$ cat src/rtl/scinv_pkg.sv
package scinv_pkg;

  typedef enum logic [1:0] {
    GAIN_1X,
    GAIN_2X,
    GAIN_3X
  } gain_e;

  typedef enum logic [1:0] {
    ST_CHARGE,
    ST_GAP_A,
    ST_XFER,
    ST_GAP_B
  } phase_e;

  // strobes from sequencer to switch datapath
  typedef struct packed {
    logic sampleNow;
    logic chargeOn;
    logic xferOn;
  } strobe_t;

  localparam int SW_CNT   = 8;
  localparam int SW_CHG   = 0;
  localparam int SW_SER_A = 1;
  localparam int SW_SER_B = 2;
  localparam int SW_BST1  = 3;
  localparam int SW_BST2  = 4;
  localparam int SW_BST3  = 5;
  localparam int SW_POS   = 6;
  localparam int SW_NEG   = 7;

endpackage

$ cat src/rtl/scinv_phase_seq.sv
module scinv_phase_seq
  import scinv_pkg::*;
#(
  parameter int PHASE_CLKS = 1248,
  parameter int DEAD_CLKS  = 2
) (
  input  logic    clk,
  input  logic    rst,
  output strobe_t stb
);

  localparam int PH_LEN  = (PHASE_CLKS < 1) ? 1 : PHASE_CLKS;
  localparam int GAP_LEN = (DEAD_CLKS < 1) ? 1 : DEAD_CLKS;
  localparam int MAX_LEN = (PH_LEN > GAP_LEN) ? PH_LEN : GAP_LEN;
  localparam int SLOT_W  = $clog2(MAX_LEN + 1);
  localparam logic [SLOT_W-1:0] PH_LAST  = SLOT_W'(PH_LEN - 1);
  localparam logic [SLOT_W-1:0] GAP_LAST = SLOT_W'(GAP_LEN - 1);

  phase_e            state;
  phase_e            stateNext;
  logic [SLOT_W-1:0] slot;
  logic [SLOT_W-1:0] slotLast;

  always_comb begin
    case (state)
      ST_CHARGE: begin slotLast = PH_LAST;  stateNext = ST_GAP_A;  end
      ST_GAP_A:  begin slotLast = GAP_LAST; stateNext = ST_XFER;   end
      ST_XFER:   begin slotLast = PH_LAST;  stateNext = ST_GAP_B;  end
      default:   begin slotLast = GAP_LAST; stateNext = ST_CHARGE; end
    endcase
  end

  always_ff @(posedge clk) begin
    if (rst) begin
      state <= ST_CHARGE;
      slot  <= '0;
    end else if (slot == slotLast) begin
      state <= stateNext;
      slot  <= '0;
    end else begin
      slot  <= slot + 1'b1;
    end
  end

  always_comb begin
    stb.sampleNow = (state == ST_CHARGE) && (slot == '0);
    stb.chargeOn  = (state == ST_CHARGE);
    stb.xferOn    = (state == ST_XFER);
  end

endmodule

$ cat src/rtl/scinv_switch_path.sv
module scinv_switch_path
  import scinv_pkg::*;
#(
  parameter int REF_W = 12
) (
  input  logic                    clk,
  input  logic                    rst,
  input  strobe_t                 stb,
  input  logic signed [REF_W-1:0] refSample,
  input  logic        [REF_W-1:0] outMag,
  output logic        [SW_CNT-1:0] swEn
);

  localparam int TW = REF_W + 2;
  localparam logic [TW-1:0] TH_HI = TW'(1) << REF_W;        // 2 * full scale
  localparam logic [TW-1:0] TH_LO = TW'(1) << (REF_W - 1);  // full scale

  logic [REF_W-1:0] refMag;
  logic [TW-1:0]    refTriple;
  gain_e            gainNow;
  logic             boostNow;

  gain_e            heldGain;
  logic             heldBoost;
  logic             heldNeg;
  logic [SW_CNT-1:0] swNext;

  always_comb begin
    refMag    = refSample[REF_W-1] ? (~refSample + 1'b1) : refSample;
    refTriple = {2'b00, refMag} + {1'b0, refMag, 1'b0};
    if (refTriple >= TH_HI)      gainNow = GAIN_3X;
    else if (refTriple >= TH_LO) gainNow = GAIN_2X;
    else                         gainNow = GAIN_1X;
    boostNow  = (refMag >= outMag);
  end

  always_comb begin
    swNext = '0;
    if (stb.chargeOn) begin
      swNext[SW_CHG] = 1'b1;
    end else if (stb.xferOn) begin
      case (heldGain)
        GAIN_3X: begin
          swNext[SW_SER_A] = 1'b1;
          swNext[SW_SER_B] = 1'b1;
          swNext[SW_BST3]  = heldBoost;
        end
        GAIN_2X: begin
          swNext[SW_SER_A] = 1'b1;
          swNext[SW_BST2]  = heldBoost;
        end
        default: begin
          swNext[SW_BST1]  = heldBoost;
        end
      endcase
      swNext[SW_POS] = ~heldNeg;
      swNext[SW_NEG] = heldNeg;
    end
  end

  always_ff @(posedge clk) begin
    if (rst) begin
      heldGain  <= GAIN_1X;
      heldBoost <= 1'b0;
      heldNeg   <= 1'b0;
      swEn      <= '0;
    end else begin
      if (stb.sampleNow) begin
        heldGain  <= gainNow;
        heldBoost <= boostNow;
        heldNeg   <= refSample[REF_W-1];
      end
      swEn <= swNext;
    end
  end

endmodule

$ cat src/rtl/scinv_phase_ctrl.sv
module scinv_phase_ctrl
  import scinv_pkg::*;
#(
  parameter int REF_W      = 12,
  parameter int PHASE_CLKS = 1248,
  parameter int DEAD_CLKS  = 2
) (
  input  logic                    clk,
  input  logic                    rst,
  input  logic signed [REF_W-1:0] refSample,
  input  logic        [REF_W-1:0] outMag,
  output logic        [7:0]       swEn
);

  strobe_t stb;

  scinv_phase_seq #(
    .PHASE_CLKS(PHASE_CLKS),
    .DEAD_CLKS (DEAD_CLKS)
  ) u_seq (
    .clk(clk),
    .rst(rst),
    .stb(stb)
  );

  scinv_switch_path #(
    .REF_W(REF_W)
  ) u_path (
    .clk      (clk),
    .rst      (rst),
    .stb      (stb),
    .refSample(refSample),
    .outMag   (outMag),
    .swEn     (swEn)
  );

endmodule

$ cat config.mk
export PLATFORM = sky130hd
export DESIGN_NAME = scinv_phase_ctrl
export DESIGN_NICKNAME = d
export VERILOG_FILES = /design/src/rtl/scinv_pkg.sv /design/src/rtl/scinv_phase_seq.sv /design/src/rtl/scinv_switch_path.sv /design/src/rtl/scinv_phase_ctrl.sv
export SDC_FILE = /design/constraint.sdc
export NUM_CORES = 1
export LEC_CHECK = 0
export BUFFER_PORTS_ARGS = -buffer_cell sky130_fd_sc_hd__buf_4
export CAP_MARGIN = 20
export CORE_MARGIN = 2
export CORE_UTILIZATION = 56
export CTS_CLUSTER_SIZE = 20
export DETAILED_ROUTE_END_ITERATION = 10
export PLACE_DENSITY = 0.8
export SKIP_CTS_REPAIR_TIMING = 1
export SYNTH_ARGS = -nofsm -noshare
export SYNTH_HDL_FRONTEND = slang
export SYNTH_HIERARCHICAL = 1
export SYNTH_SLANG_ARGS = --single-unit
$ cat constraint.sdc
create_clock -name clk -period 4 [get_ports clk]
set_input_delay 0.6 -clock clk [delete_from_list [all_inputs] [get_ports clk]]
set_output_delay 0.6 -clock clk [all_outputs]
set_load 0.005 [all_outputs]
==> impl_results.html, run 1 <==
<table>
<tr><th>Metric</th><th>Value</th></tr>
<tr><th colspan="2">Global route</th></tr>
<tr><td>GRT Resource Usage Total</td><td>roughly a fifth</td></tr>
<tr><td>GR Overflow Total</td><td>0</td></tr>
<tr><td>Number of global-route vias before repair</td><td>approximately 1700</td></tr>
<tr><td>Maximum number of pins on one net before global-route repair</td><td>16</td></tr>
<tr><td>Global-route wire length before repair</td><td>~6.7 mm</td></tr>
<tr><td>Number of antenna violations at the first check in global routing</td><td>0</td></tr>
<tr><th colspan="2">Clock network</th></tr>
<tr><td>Total CTS buffers</td><td>3</td></tr>
<tr><td>CTS Buffer Depth</td><td>2</td></tr>
<tr><td>Clock Pin Slew Worst Setup and Hold Paths</td><td>0.13 ns</td></tr>
<tr><td>Clock tree from TritonCTS</td><td>yes</td></tr>
<tr><td>Depth of the CTS H-tree</td><td>1</td></tr>
<tr><td>Clk sinks</td><td>25</td></tr>
<tr><td>Clock Tree Root</td><td>clkbuf_4</td></tr>
<tr><td>Skew-Pair Late Insertion Delay</td><td>between 0.3 and 0.4 ns</td></tr>
<tr><th colspan="2">Synthesis</th></tr>
<tr><td>Combined area of all synthesized cells</td><td>between 0.0015 and 0.002 mm²</td></tr>
<tr><td>Net count of the mapped netlist</td><td>approximately 280</td></tr>
<tr><td>Count of synthesis-stage warnings from yosys</td><td>6</td></tr>
<tr><td>Async set-or-reset flop fraction in the synthesized netlist</td><td>0%</td></tr>
<tr><td>Distinct cells, synth</td><td>60</td></tr>
<tr><td>Synth Flop Type</td><td>dfxtp_1</td></tr>
<tr><td>Instance count of the mapped netlist</td><td>about 230</td></tr>
<tr><td>Sequential fraction of the synthesis area</td><td>about 25%</td></tr>
<tr><td>Synth Area per Inst</td><td>roughly 9 µm²</td></tr>
<tr><td>FF+latch count, synth</td><td>25</td></tr>
<tr><td>Count of flip-flops with a built-in enable after synthesis</td><td>0</td></tr>
<tr><th colspan="2">Detailed routing</th></tr>
<tr><td>Routed via count</td><td>1717</td></tr>
<tr><td>Detailed-router iteration count before antenna repair</td><td>4</td></tr>
<tr><td>Post-detailed-route via-to-cell ratio</td><td>roughly 5.5</td></tr>
<tr><td>Detailed router's first-iteration violation count</td><td>85</td></tr>
<tr><td>Routed wire length on met3</td><td>~120 µm</td></tr>
<tr><td>Metal-1 WL</td><td>1.662 mm</td></tr>
<tr><td>Uppermost routed layer</td><td>met4</td></tr>
<tr><td>Routed wire per std cell</td><td>around 12 µm</td></tr>
<tr><td>DR DRC count</td><td>0</td></tr>
<tr><td>Drt total wl</td><td>approximately 3.6 mm</td></tr>
<tr><td>Final antenna-violating net count</td><td>0</td></tr>
<tr><td>Detailed-routed wire length on met2</td><td>around 1.8 mm</td></tr>
<tr><th colspan="2">STA</th></tr>
<tr><td>Final Hold Viols</td><td>0</td></tr>
<tr><td>Layout Skew</td><td>roughly 0.0017 ns</td></tr>
<tr><td>Number of endpoints failing setup at the final stage</td><td>0</td></tr>
<tr><td>Tightest slew margin relative to the limit</td><td>roughly 63%</td></tr>
<tr><td>Final min period</td><td>between 3 and 4 ns</td></tr>
<tr><td>Part of the cycle the worst path needs</td><td>84.66%</td></tr>
<tr><td>Slew Viols, Final</td><td>0</td></tr>
<tr><td>Unrepaired setup endpoints after global routing</td><td>no</td></tr>
<tr><td>Final total negative setup slack</td><td>0 ns</td></tr>
<tr><td>Fmax</td><td>approximately 300 MHz</td></tr>
<tr><td>Transition time at the pin with the least slew margin</td><td>roughly 0.56 ns</td></tr>
<tr><th colspan="2">Worst setup path</th></tr>
<tr><td>Worst r2r src</td><td>u_seq/state[0]$_SDFFE_PP0N_</td></tr>
<tr><td>Critical Path Start Type</td><td>input pin</td></tr>
<tr><td>Type of the worst setup path</td><td>in2reg</td></tr>
<tr><td>CP dominant cell by count</td><td>o31ai_1</td></tr>
<tr><td>Slowest stage delay, CP</td><td>roughly 0.47 ns</td></tr>
<tr><td>End of the worst register-to-register path</td><td>u_path/heldGain[0]$_SDFFE_PP0P_</td></tr>
<tr><td>Largest driver fanout on the critical path</td><td>6</td></tr>
<tr><td>Type of destination of the critical path</td><td>flip-flop</td></tr>
<tr><td>Cell depth of the worst flop-to-flop path</td><td>8</td></tr>
<tr><td>Critical path arrival</td><td>between 3 and 4 ns</td></tr>
<tr><td>Crit path max-delay family</td><td>compound AO/OA/AOI/OAI gates</td></tr>
<tr><td>Required arrival time at the worst endpoint</td><td>between 4 and 5 ns</td></tr>
<tr><td>Worst-path cell with the longest stage delay</td><td>or3_1</td></tr>
<tr><td>Launching element of the worst setup path</td><td>refSample[3]</td></tr>
<tr><td>WP buf/inv</td><td>2</td></tr>
<tr><td>Slack of the worst reg-to-reg path</td><td>2.02 ns</td></tr>
<tr><td>Crit-path cells</td><td>buf_4, or3_1, o31ai_1, xor2_1, inv_1, ha_1, and2_1, o21ai_0, and3b_1, o31a_1, a311o_1, mux2i_1, o31ai_1</td></tr>
<tr><th colspan="2">Hold path</th></tr>
<tr><td>Depth of the worst hold-timing path</td><td>1</td></tr>
<tr><td>Hold path start</td><td>u_path/heldNeg$_SDFFE_PP0P_</td></tr>
<tr><td>Worst-case hold path end point</td><td>u_path/swEn[6]$_SDFF_PP0_</td></tr>
<tr><td>Worst min-delay path class</td><td>reg2reg</td></tr>
<tr><th colspan="2">Layout</th></tr>
<tr><td>Final Net Count</td><td>between 300 and 400</td></tr>
<tr><td>Antenna diode count</td><td>0</td></tr>
<tr><td>Most common cell after layout, fill and taps aside</td><td>buf_4</td></tr>
<tr><td>Fill cell count</td><td>~300</td></tr>
<tr><td>Layout Area Growth over Synthesis</td><td>17.59%</td></tr>
<tr><td>Top library cells by usage in the layout, fill and taps aside</td><td>36 x buf_4, 27 x inv_1, 27 x ha_1</td></tr>
<tr><td>Fraction of layout cells with a size suffix above 1</td><td>20.38%</td></tr>
<tr><th colspan="2">Floorplan</th></tr>
<tr><td>Placeable Area</td><td>0.003363 mm²</td></tr>
<tr><td>Die span in y</td><td>roughly 64 µm</td></tr>
<tr><td>Num rows</td><td>21</td></tr>
<tr><td>Die area</td><td>around 0.0040 mm²</td></tr>
<tr><td>Ports placed on the boundary</td><td>34</td></tr>
<tr><td>Starting density of the core</td><td>around three fifths</td></tr>
<tr><td>Chip Width</td><td>between 60 and 70 µm</td></tr>
<tr><th colspan="2">Placed design</th></tr>
<tr><td>IO Port Bufs</td><td>33</td></tr>
<tr><td>Last weighted congestion value of the routability-driven placer</td><td>0.8771</td></tr>
<tr><td>Detail Placement HPWL</td><td>slightly below 3 mm</td></tr>
<tr><th colspan="2">Run</th></tr>
<tr><td>Max_cap viols</td><td>0</td></tr>
<tr><th colspan="2">Power and ir drop</th></tr>
<tr><td>Pwr/cell area</td><td>about 240 mW/mm²</td></tr>
<tr><td>Reported leakage power</td><td>1.104 nW</td></tr>
<tr><td>Peak supply drop</td><td>slightly above 100 µV</td></tr>
<tr><td>Total Power Consumption</td><td>roughly 0.56 mW</td></tr>
<tr><th colspan="2">Status</th></tr>
<tr><td>Outcome</td><td>completed</td></tr>
</table>
[per-stage QoR]
stage | worst slack [ns] | instances | cell area, µm² | hold slack [ns] | util (%)
floorplan | 0.5677 | 227 | 1984 | 0.4049 | -
global placement | 0.3154 | 307 | 2303 | 0.4208 | 68.49
detailed placement | 0.3048 | 307 | 2303 | 0.4289 | 68.49
CTS | 0.6114 | 311 | 2333 | 0.4477 | 69.38
global route | 0.4548 | 311 | 2333 | 0.4785 | 69.38
finish | 0.6137 | 311 | 2333 | 0.4453 | 69.38
[registers in the layout (all words and copies together), names as in the netlist]
register and flops:
u_seq/slot 11, u_seq/state 2, u_path/heldGain 2, u_path/swEn 8
u_path/heldBoost 1, u_path/heldNeg 1
[routing by layer]
metal  GRT usage (%)  vias to the layer above
li1                -                      882
met1           24.59                      785
met2           36.58                       43
met3           1.071                        7
met4           7.065                        0
met5               0                        -
[logic make-up after synthesis]
kind of cell | Yosys count | share of synthesized area, %
AO/OA/AOI/OAI | 37 | 15.20
XOR/XNOR | 17 | 7.503
adder cells (fa/ha/maj) | 29 | 18.54
buffers and inverters | 29 | 5.548
flip-flops | 25 | 25.22
multiplexers | 3 | 1.513
AND/OR/NAND/NOR | 87 | 26.48
[synth_stat cells (all sizes together), types with 4 or more instances]
cell type	count	area, µm²
a21o	4	30.03
a21oi	6	30.03
and2	4	26.28
dfxtp	25	500.5
ha	27	337.8
inv	27	101.4
nand2	13	48.80
nand2b	6	37.54
nand3	7	35.03
nand4	5	46.29
nor2	17	66.32
nor2b	4	25.02
nor3	7	40.04
nor3b	4	35.03
o21ai	5	28.78
o31ai	4	40.03
or3	4	25.02
xnor2	7	61.31
xor2	10	87.58
[how the worst max path moves through the flow]
stage,cells after the start,end
4_1_cts,13,u_path/heldGain[0]$_SDFFE_PP0P_
3_3_place_gp,13,u_path/heldGain[0]$_SDFFE_PP0P_
2_1_floorplan,13,u_path/heldGain[0]$_SDFFE_PP0P_
5_1_grt,15,u_path/heldGain[0]$_SDFFE_PP0P_
3_5_place_dp,13,u_path/heldGain[0]$_SDFFE_PP0P_
6_report,13,u_path/heldGain[0]$_SDFFE_PP0P_
[layout make-up]
cell class                      count  area [µm²]  area share (%)
Sequential cell                    25       500.5           21.45
Multi-Input combinational cell    173        1374           58.87
Clock buffer                        3       22.52          0.9651
Timing Repair Buffer               36       270.3           11.58
Tap cell                           46       57.56           2.466
Clock inverter                      1       7.507          0.3217
Inverter                           27       101.3           4.343
[report_power, final]
group | internal (mW) | switching, mW
registers | 0.258 | 0.00951
logic | 0.0902 | 0.0956
clock network | 0.0381 | 0.0727
Power figures use the tool's default switching activity.
==> run 2: changes to the inputs <==
- CORE_UTILIZATION: 56 -> 51
- PLACE_DENSITY: 0.8 -> 0.76
- clock period: 4 -> 2.9 ns (I/O delays scaled with it)
==> run 2 against run 1 <==
Against the previous run: the flow now finishes with violations (negative setup slack); die area grew 9.2%; register-to-register slack lost 1.1 ns; combinational power grew 76%; setup slack lost 0.70 ns; global-route usage grew 0.13 points; final area grew 15%; sequential power grew 38%; first-iteration DRC count shrank 24%; final cell count grew 10%; critical path type unchanged; critical endpoint unchanged.
==> impl_results.html, run 2 (synthesis gave the netlist of run 1 again) <==
<table>
<tr><th>Metric</th><th>Value</th></tr>
<tr><th colspan="2">Clock network</th></tr>
<tr><td>CTS Buffer Depth</td><td>2</td></tr>
<tr><td>Total CTS buffers</td><td>3</td></tr>
<tr><td>Depth of the CTS H-tree</td><td>1</td></tr>
<tr><td>Clock Pin Slew Worst Setup and Hold Paths</td><td>0.09 ns</td></tr>
<tr><td>Clock tree from TritonCTS</td><td>yes</td></tr>
<tr><td>Clk sinks</td><td>25</td></tr>
<tr><td>Skew-Pair Late Insertion Delay</td><td>~0.27 ns</td></tr>
<tr><td>Clock Tree Root</td><td>clkbuf_8</td></tr>
<tr><th colspan="2">STA</th></tr>
<tr><td>Unrepaired setup endpoints after global routing</td><td>yes</td></tr>
<tr><td>Transition time at the pin with the least slew margin</td><td>roughly 0.59 ns</td></tr>
<tr><td>Final min period</td><td>2.987 ns</td></tr>
<tr><td>Tightest slew margin relative to the limit</td><td>just over 60%</td></tr>
<tr><td>Final Hold Viols</td><td>0</td></tr>
<tr><td>Min Hold Slack</td><td>0.3868 ns</td></tr>
<tr><td>Number of endpoints failing setup at the final stage</td><td>2</td></tr>
<tr><td>Final worst-path setup slack</td><td>-0.08726 ns</td></tr>
<tr><td>Fmax</td><td>334.8 MHz</td></tr>
<tr><td>Part of the cycle the worst path needs</td><td>103.0%</td></tr>
<tr><td>Slew Viols, Final</td><td>0</td></tr>
<tr><td>Layout Skew</td><td>around 0.0036 ns</td></tr>
<tr><th colspan="2">Worst setup path</th></tr>
<tr><td>Type of destination of the critical path</td><td>flip-flop</td></tr>
<tr><td>Critical Path Start Type</td><td>input pin</td></tr>
<tr><td>Type of the worst setup path</td><td>in2reg</td></tr>
<tr><td>Largest driver fanout on the critical path</td><td>3</td></tr>
<tr><td>Critical path arrival</td><td>around 3.2 ns</td></tr>
<tr><td>Required arrival time at the worst endpoint</td><td>3.09 ns</td></tr>
<tr><td>Cell depth of the worst flop-to-flop path</td><td>8</td></tr>
<tr><th colspan="2">Layout</th></tr>
<tr><td>Largest Register</td><td>u_seq/slot</td></tr>
<tr><td>Flip-flop count of the largest register, all copies and words added</td><td>11</td></tr>
<tr><td>Most common cell after layout, fill and taps aside</td><td>buf_4</td></tr>
<tr><td>Antenna diode count</td><td>0</td></tr>
<tr><td>Top library cells by usage in the layout, fill and taps aside</td><td>65 x buf_4, 26 x inv_1, 26 x ha_1</td></tr>
<tr><td>Layout Area Growth over Synthesis</td><td>35.31%</td></tr>
<tr><td>Fraction of layout cells with a size suffix above 1</td><td>between 30% and 40%</td></tr>
<tr><td>Final cell utilization of the core</td><td>between 70 and 80%</td></tr>
<tr><td>Design area</td><td>approximately 0.0027 mm²</td></tr>
<tr><td>Final Net Count</td><td>350</td></tr>
<tr><td>Largest registers</td><td>u_seq/slot (11), u_path/swEn (8)</td></tr>
<tr><td>Post-Layout Cell Count</td><td>around 340</td></tr>
<tr><th colspan="2">Floorplan</th></tr>
<tr><td>Starting density of the core</td><td>53.80%</td></tr>
<tr><td>Chip Width</td><td>between 60 and 70 µm</td></tr>
<tr><td>Ports placed on the boundary</td><td>34</td></tr>
<tr><td>Die area</td><td>about 0.0044 mm²</td></tr>
<tr><td>Num rows</td><td>22</td></tr>
<tr><td>Die span in y</td><td>between 60 and 70 µm</td></tr>
<tr><td>Placeable Area</td><td>0.003689 mm²</td></tr>
<tr><th colspan="2">Detailed routing</th></tr>
<tr><td>Detailed router's first-iteration violation count</td><td>65</td></tr>
<tr><td>Routed wire per std cell</td><td>between 10 and 15 µm</td></tr>
<tr><td>Detailed-router iteration count before antenna repair</td><td>4</td></tr>
<tr><td>Final antenna-violating net count</td><td>0</td></tr>
<tr><td>Routed via count</td><td>1773</td></tr>
<tr><td>Post-detailed-route via-to-cell ratio</td><td>5.169</td></tr>
<tr><td>DR DRC count</td><td>0</td></tr>
<tr><td>Drt total wl</td><td>around 4 mm</td></tr>
<tr><th colspan="2">Hold path</th></tr>
<tr><td>Depth of the worst hold-timing path</td><td>2</td></tr>
<tr><td>Worst min-delay path class</td><td>in2reg</td></tr>
<tr><th colspan="2">Global route</th></tr>
<tr><td>GRT Resource Usage Total</td><td>20.11%</td></tr>
<tr><td>Maximum number of pins on one net before global-route repair</td><td>16</td></tr>
<tr><td>Global-route wire length before repair</td><td>about 7 mm</td></tr>
<tr><td>Number of antenna violations at the first check in global routing</td><td>0</td></tr>
<tr><td>GR Overflow Total</td><td>0</td></tr>
<tr><td>Number of global-route vias before repair</td><td>1663</td></tr>
<tr><th colspan="2">Placed design</th></tr>
<tr><td>Total placed cells including tap cells</td><td>roughly 340</td></tr>
<tr><td>Last weighted congestion value of the routability-driven placer</td><td>~0.86</td></tr>
<tr><td>Detail Placement HPWL</td><td>roughly 3.2 mm</td></tr>
<tr><td>IO Port Bufs</td><td>33</td></tr>
<tr><td>Placement Cell Area</td><td>~0.0026 mm²</td></tr>
<tr><th colspan="2">Status</th></tr>
<tr><td>Failing checks</td><td>negative setup slack</td></tr>
<tr><td>Outcome</td><td>finished, violations left</td></tr>
<tr><th colspan="2">Run</th></tr>
<tr><td>Max_cap viols</td><td>0</td></tr>
<tr><th colspan="2">Power and ir drop</th></tr>
<tr><td>Peak supply drop</td><td>between 150 and 200 µV</td></tr>
<tr><td>Total Power Consumption</td><td>0.9082 mW</td></tr>
<tr><td>Reported leakage power</td><td>between 1 and 1.5 nW</td></tr>
<tr><td>Pwr/cell area</td><td>338.2 mW/mm²</td></tr>
</table>
[run 2: changes by cell type in the layout (fill, tap and decap cells not counted), sizes merged]
cell,previous run,this run
buf,36,66
[run 2: metal layers]
metal  share of wire [%]  routed length (µm)  vias up  GRT usage (%)
li1                    -                   -      950              -
met3                 3.0                 121        5          1.022
met1                  46                1890      782          24.30
met5                   0                   0        -              0
met2                  49                2010       36          37.13
met4                 1.4                  59        0          7.398
[run 2: metrics by stage]
step | worst slack (ns) | TNS (ns)
after floorplan | -0.2509 | -0.4619
final | -0.08726 | -0.1460
after CTS | -0.1607 | -0.2790
after global placement | -0.3580 | -0.8952
after detailed placement | -0.4321 | -1.054
after global routing | -0.1713 | -0.3141
[run 2: power by group]
part	internal (mW)	leakage, nW	total, mW	switching (mW)
registers	0.355	0.203	0.369	0.0139
logic	0.175	1.07	0.328	0.153
clock network	0.0975	0.0217	0.212	0.114
total	0.627	1.29	0.908	0.281
[run 2: layout make-up]
cell class / instances / area (µm²)
Clock inverter: 1 / 7.507
Multi-Input combinational cell: 173 / 1475
Timing Repair Buffer: 66 / 499.2
Sequential cell: 25 / 500.5
Tap cell: 48 / 60.06
Inverter: 27 / 101.3
Fill cell: 294 / 1003
Clock buffer: 3 / 41.29
[run 2: path summary, 6_finish.rpt]
path                                             startpoint                               to  slack, ns
worst max-delay path                           refSample[5]  u_path/heldGain[0]$_SDFFE_PP0P_      -0.09
worst min-delay path                                    rst         u_seq/slot[0]$_SDFF_PP0_       0.39
worst max register to register  u_seq/state[0]$_SDFFE_PP0N_  u_path/heldGain[0]$_SDFFE_PP0P_       0.91
worst min register to register  u_path/heldNeg$_SDFFE_PP0P_        u_path/swEn[6]$_SDFF_PP0_       0.43
[run 2: worst max-delay path, stage by stage]
cell	delay, ns
buf_4	0.11
or3_4	0.40
o41ai_4	0.39
xnor2_2	0.20
ha_1	0.30
and2_4	0.15
o221ai_1	0.09
o211ai_1	0.13
o31a_1	0.31
a311o_1	0.30
mux2i_2	0.16
o31ai_1	0.20
==> run 3: changes to the inputs <==
- CELL_PAD_IN_SITES_DETAIL_PLACEMENT: unset -> 0
- CELL_PAD_IN_SITES_GLOBAL_PLACEMENT: unset -> 2
- CORE_ASPECT_RATIO: unset -> 0.7
- CORE_UTILIZATION: 51 -> 30
- PLACE_DENSITY: 0.76 -> unset
- PLACE_DENSITY_LB_ADDON: unset -> 0.1
==> run 3 against run 2 <==
Against the previous run: the flow now finishes without violations; hold slack better by 0.0064 ns; critical path depth up 2; clock skew increased by 0.0041 ns; non-clock buffer count rose by 5; setup slack improved by 0.16 ns; power increased by 3.5%; sequential cell count stayed put; core utilization shrank 28 points; combinational power increased by 9.5%; critical path type unchanged; largest power group unchanged; highest routed layer is now met3.
==> impl_results.html, run 3 (synthesis gave the netlist of run 1 again) <==
<table>
<tr><th>Metric</th><th>Value</th></tr>
<tr><th colspan="2">Global route</th></tr>
<tr><td>GRT Resource Usage Total</td><td>13.21%</td></tr>
<tr><td>Number of global-route vias before repair</td><td>1662</td></tr>
<tr><td>GR Overflow Total</td><td>0</td></tr>
<tr><td>Global-route wire length before repair</td><td>between 7 and 8 mm</td></tr>
<tr><td>Maximum number of pins on one net before global-route repair</td><td>16</td></tr>
<tr><td>Number of antenna violations at the first check in global routing</td><td>0</td></tr>
<tr><th colspan="2">STA</th></tr>
<tr><td>Final worst-path setup slack</td><td>around 0.07 ns</td></tr>
<tr><td>Unrepaired setup endpoints after global routing</td><td>yes</td></tr>
<tr><td>Part of the cycle the worst path needs</td><td>a little under 100%</td></tr>
<tr><td>Tightest slew margin relative to the limit</td><td>63.92%</td></tr>
<tr><td>Fmax</td><td>~350 MHz</td></tr>
<tr><td>Slew Viols, Final</td><td>0</td></tr>
<tr><td>Number of endpoints failing setup at the final stage</td><td>0</td></tr>
<tr><td>Final total negative setup slack</td><td>0 ns</td></tr>
<tr><td>Final min period</td><td>2.831 ns</td></tr>
<tr><td>Final Hold Viols</td><td>0</td></tr>
<tr><td>Layout Skew</td><td>between 0.007 and 0.008 ns</td></tr>
<tr><td>Transition time at the pin with the least slew margin</td><td>0.5401 ns</td></tr>
<tr><th colspan="2">Floorplan</th></tr>
<tr><td>Placeable Area</td><td>around 0.0063 mm²</td></tr>
<tr><td>Ports placed on the boundary</td><td>34</td></tr>
<tr><td>Die area</td><td>around 0.0073 mm²</td></tr>
<tr><td>Chip Width</td><td>between 100 and 150 µm</td></tr>
<tr><td>Num rows</td><td>24</td></tr>
<tr><td>Starting density of the core</td><td>31.47%</td></tr>
<tr><td>Die span in y</td><td>~70 µm</td></tr>
<tr><th colspan="2">Detailed routing</th></tr>
<tr><td>Routed via count</td><td>~1800</td></tr>
<tr><td>Detailed router's first-iteration violation count</td><td>a little under 80</td></tr>
<tr><td>Drt total wl</td><td>4.652 mm</td></tr>
<tr><td>Final antenna-violating net count</td><td>0</td></tr>
<tr><td>Detailed-router iteration count before antenna repair</td><td>4</td></tr>
<tr><td>Routed wire per std cell</td><td>12.31 µm</td></tr>
<tr><td>DR DRC count</td><td>0</td></tr>
<tr><td>Post-detailed-route via-to-cell ratio</td><td>4.701</td></tr>
<tr><th colspan="2">Clock network</th></tr>
<tr><td>Clock Tree Root</td><td>clkbuf_8</td></tr>
<tr><td>Clk sinks</td><td>25</td></tr>
<tr><td>Clock Pin Slew Worst Setup and Hold Paths</td><td>about 0.09 ns</td></tr>
<tr><td>Total CTS buffers</td><td>3</td></tr>
<tr><td>Depth of the CTS H-tree</td><td>1</td></tr>
<tr><td>Skew-Pair Late Insertion Delay</td><td>roughly 0.27 ns</td></tr>
<tr><td>CTS Buffer Depth</td><td>2</td></tr>
<tr><td>Clock tree from TritonCTS</td><td>yes</td></tr>
<tr><th colspan="2">Worst setup path</th></tr>
<tr><td>Critical path arrival</td><td>between 3 and 4 ns</td></tr>
<tr><td>Slack of the worst reg-to-reg path</td><td>0.87 ns</td></tr>
<tr><td>Cell depth of the worst flop-to-flop path</td><td>8</td></tr>
<tr><td>Type of destination of the critical path</td><td>flip-flop</td></tr>
<tr><td>Type of the worst setup path</td><td>in2reg</td></tr>
<tr><td>End of the worst register-to-register path</td><td>u_path/heldGain[0]$_SDFFE_PP0P_</td></tr>
<tr><td>Critical Path Start Type</td><td>input pin</td></tr>
<tr><td>Termination of the worst setup path</td><td>u_path/heldGain[0]$_SDFFE_PP0P_</td></tr>
<tr><td>Largest driver fanout on the critical path</td><td>4</td></tr>
<tr><td>Launching element of the worst setup path</td><td>refSample[5]</td></tr>
<tr><td>Required arrival time at the worst endpoint</td><td>a little over 3 ns</td></tr>
<tr><td>Worst r2r src</td><td>u_seq/state[0]$_SDFFE_PP0N_</td></tr>
<tr><th colspan="2">Placed design</th></tr>
<tr><td>IO Port Bufs</td><td>33</td></tr>
<tr><td>Last weighted congestion value of the routability-driven placer</td><td>around 0.87</td></tr>
<tr><td>Detail Placement HPWL</td><td>~3.7 mm</td></tr>
<tr><td>Total placed cells including tap cells</td><td>about 370</td></tr>
<tr><td>Worst slack, placed</td><td>-0.4541 ns</td></tr>
<tr><th colspan="2">Layout</th></tr>
<tr><td>Fraction of layout cells with a size suffix above 1</td><td>around 39%</td></tr>
<tr><td>Flip-flop count of the largest register, all copies and words added</td><td>11</td></tr>
<tr><td>Top library cells by usage in the layout, fill and taps aside</td><td>68 x buf_4, 25 x dfxtp_1, 23 x inv_1, 23 x ha_1, 16 x nor2_1</td></tr>
<tr><td>Largest registers</td><td>u_seq/slot (11), u_path/swEn (8)</td></tr>
<tr><td>Layout Area Growth over Synthesis</td><td>43.19%</td></tr>
<tr><td>Register area</td><td>~500 µm²</td></tr>
<tr><td>Antenna diode count</td><td>0</td></tr>
<tr><td>Final cell utilization of the core</td><td>between 40% and 50%</td></tr>
<tr><td>Most common cell after layout, fill and taps aside</td><td>buf_4</td></tr>
<tr><td>Final Net Count</td><td>approximately 360</td></tr>
<tr><td>Largest Register</td><td>u_seq/slot</td></tr>
<tr><td>Fill cell count</td><td>about 640</td></tr>
<tr><td>Area of the multi-input gates</td><td>~0.0015 mm²</td></tr>
<tr><td>Post-Layout Cell Count</td><td>~380</td></tr>
<tr><th colspan="2">Power and ir drop</th></tr>
<tr><td>Total Power Consumption</td><td>between 0.9 and 1 mW</td></tr>
<tr><td>Peak supply drop</td><td>~170 µV</td></tr>
<tr><td>Pwr/cell area</td><td>330.8 mW/mm²</td></tr>
<tr><td>Reported leakage power</td><td>roughly 1.3 nW</td></tr>
<tr><th colspan="2">Hold path</th></tr>
<tr><td>Worst min-delay path class</td><td>in2reg</td></tr>
<tr><th colspan="2">Run</th></tr>
<tr><td>Max_cap viols</td><td>0</td></tr>
<tr><th colspan="2">Status</th></tr>
<tr><td>Outcome</td><td>completed</td></tr>
</table>
run 3: changes by cell type in the layout (fill, tap and decap cells not counted), moves of 2 or more:
cell | previous run | this run
buf_6 | 1 | 3
inv_1 | 26 | 23
buf_4 | 65 | 68
ha_4 | 1 | 3
ha_1 | 26 | 23
inv_2 | 1 | 4
run 3: layout make-up:
type / instances / share of cell area, %
Clock buffer: 3 / 1.453
Clock inverter: 1 / 0.2642
Inverter: 27 / 3.567
Multi-Input combinational cell: 173 / 54.51
Sequential cell: 25 / 17.61
Tap cell: 78 / 3.435
Timing Repair Buffer: 71 / 19.15
run 3: critical path: stages:
cell and delay [ns]:
buf_6 0.09, or3_4 0.40, buf_6 0.14, o31ai_4 0.20
xor2_2 0.20, inv_2 0.07, ha_4 0.22, and2_4 0.16
o21ai_2 0.05, and3b_1 0.19, o31a_1 0.24, a311o_1 0.28
mux2i_1 0.14, o31ai_1 0.20
run 3: worst min-delay path by stage:
stage	start	end	slack (ns)	cells past startpoint
2_1_floorplan	u_path/heldNeg$_SDFFE_PP0P_	u_path/swEn[6]$_SDFF_PP0_	0.40	1
3_3_place_gp	u_path/heldNeg$_SDFFE_PP0P_	u_path/swEn[6]$_SDFF_PP0_	0.42	1
3_5_place_dp	u_path/heldNeg$_SDFFE_PP0P_	u_path/swEn[6]$_SDFF_PP0_	0.42	1
4_1_cts	rst	u_path/swEn[0]$_SDFF_PP0_	0.39	2
5_1_grt	rst	u_path/swEn[0]$_SDFF_PP0_	0.40	2
6_report	rst	u_seq/slot[0]$_SDFF_PP0_	0.39	2
run 3: power by group:
part	internal [mW]	switching, mW
Sequential	0.355	0.0136
Clock	0.0974	0.115
Combinational	0.190	0.169
Total	0.643	0.297
run 3: per-layer routing:
| metal | track usage (%) | vias to the layer above | part of all wire (%) |
|---|---|---|---|
| li1 | - | 951 | - |
| met3 | 2.987 | 0 | 3.5 |
| met4 | 0.9009 | 0 | 0 |
| met5 | 0 | - | 0 |
| met1 | 21.53 | 796 | 59 |
| met2 | 18.03 | 30 | 38 |
run 3: per-stage QoR:
| step | cell area, µm² | hold slack (ns) |
|---|---|---|
| after floorplan | 2021 | 0.4049 |
| after global placement | 2599 | 0.4249 |
| after CTS | 2648 | 0.3942 |
| after detailed placement | 2599 | 0.4237 |
| after global routing | 2841 | 0.4012 |
| final | 2841 | 0.3932 |
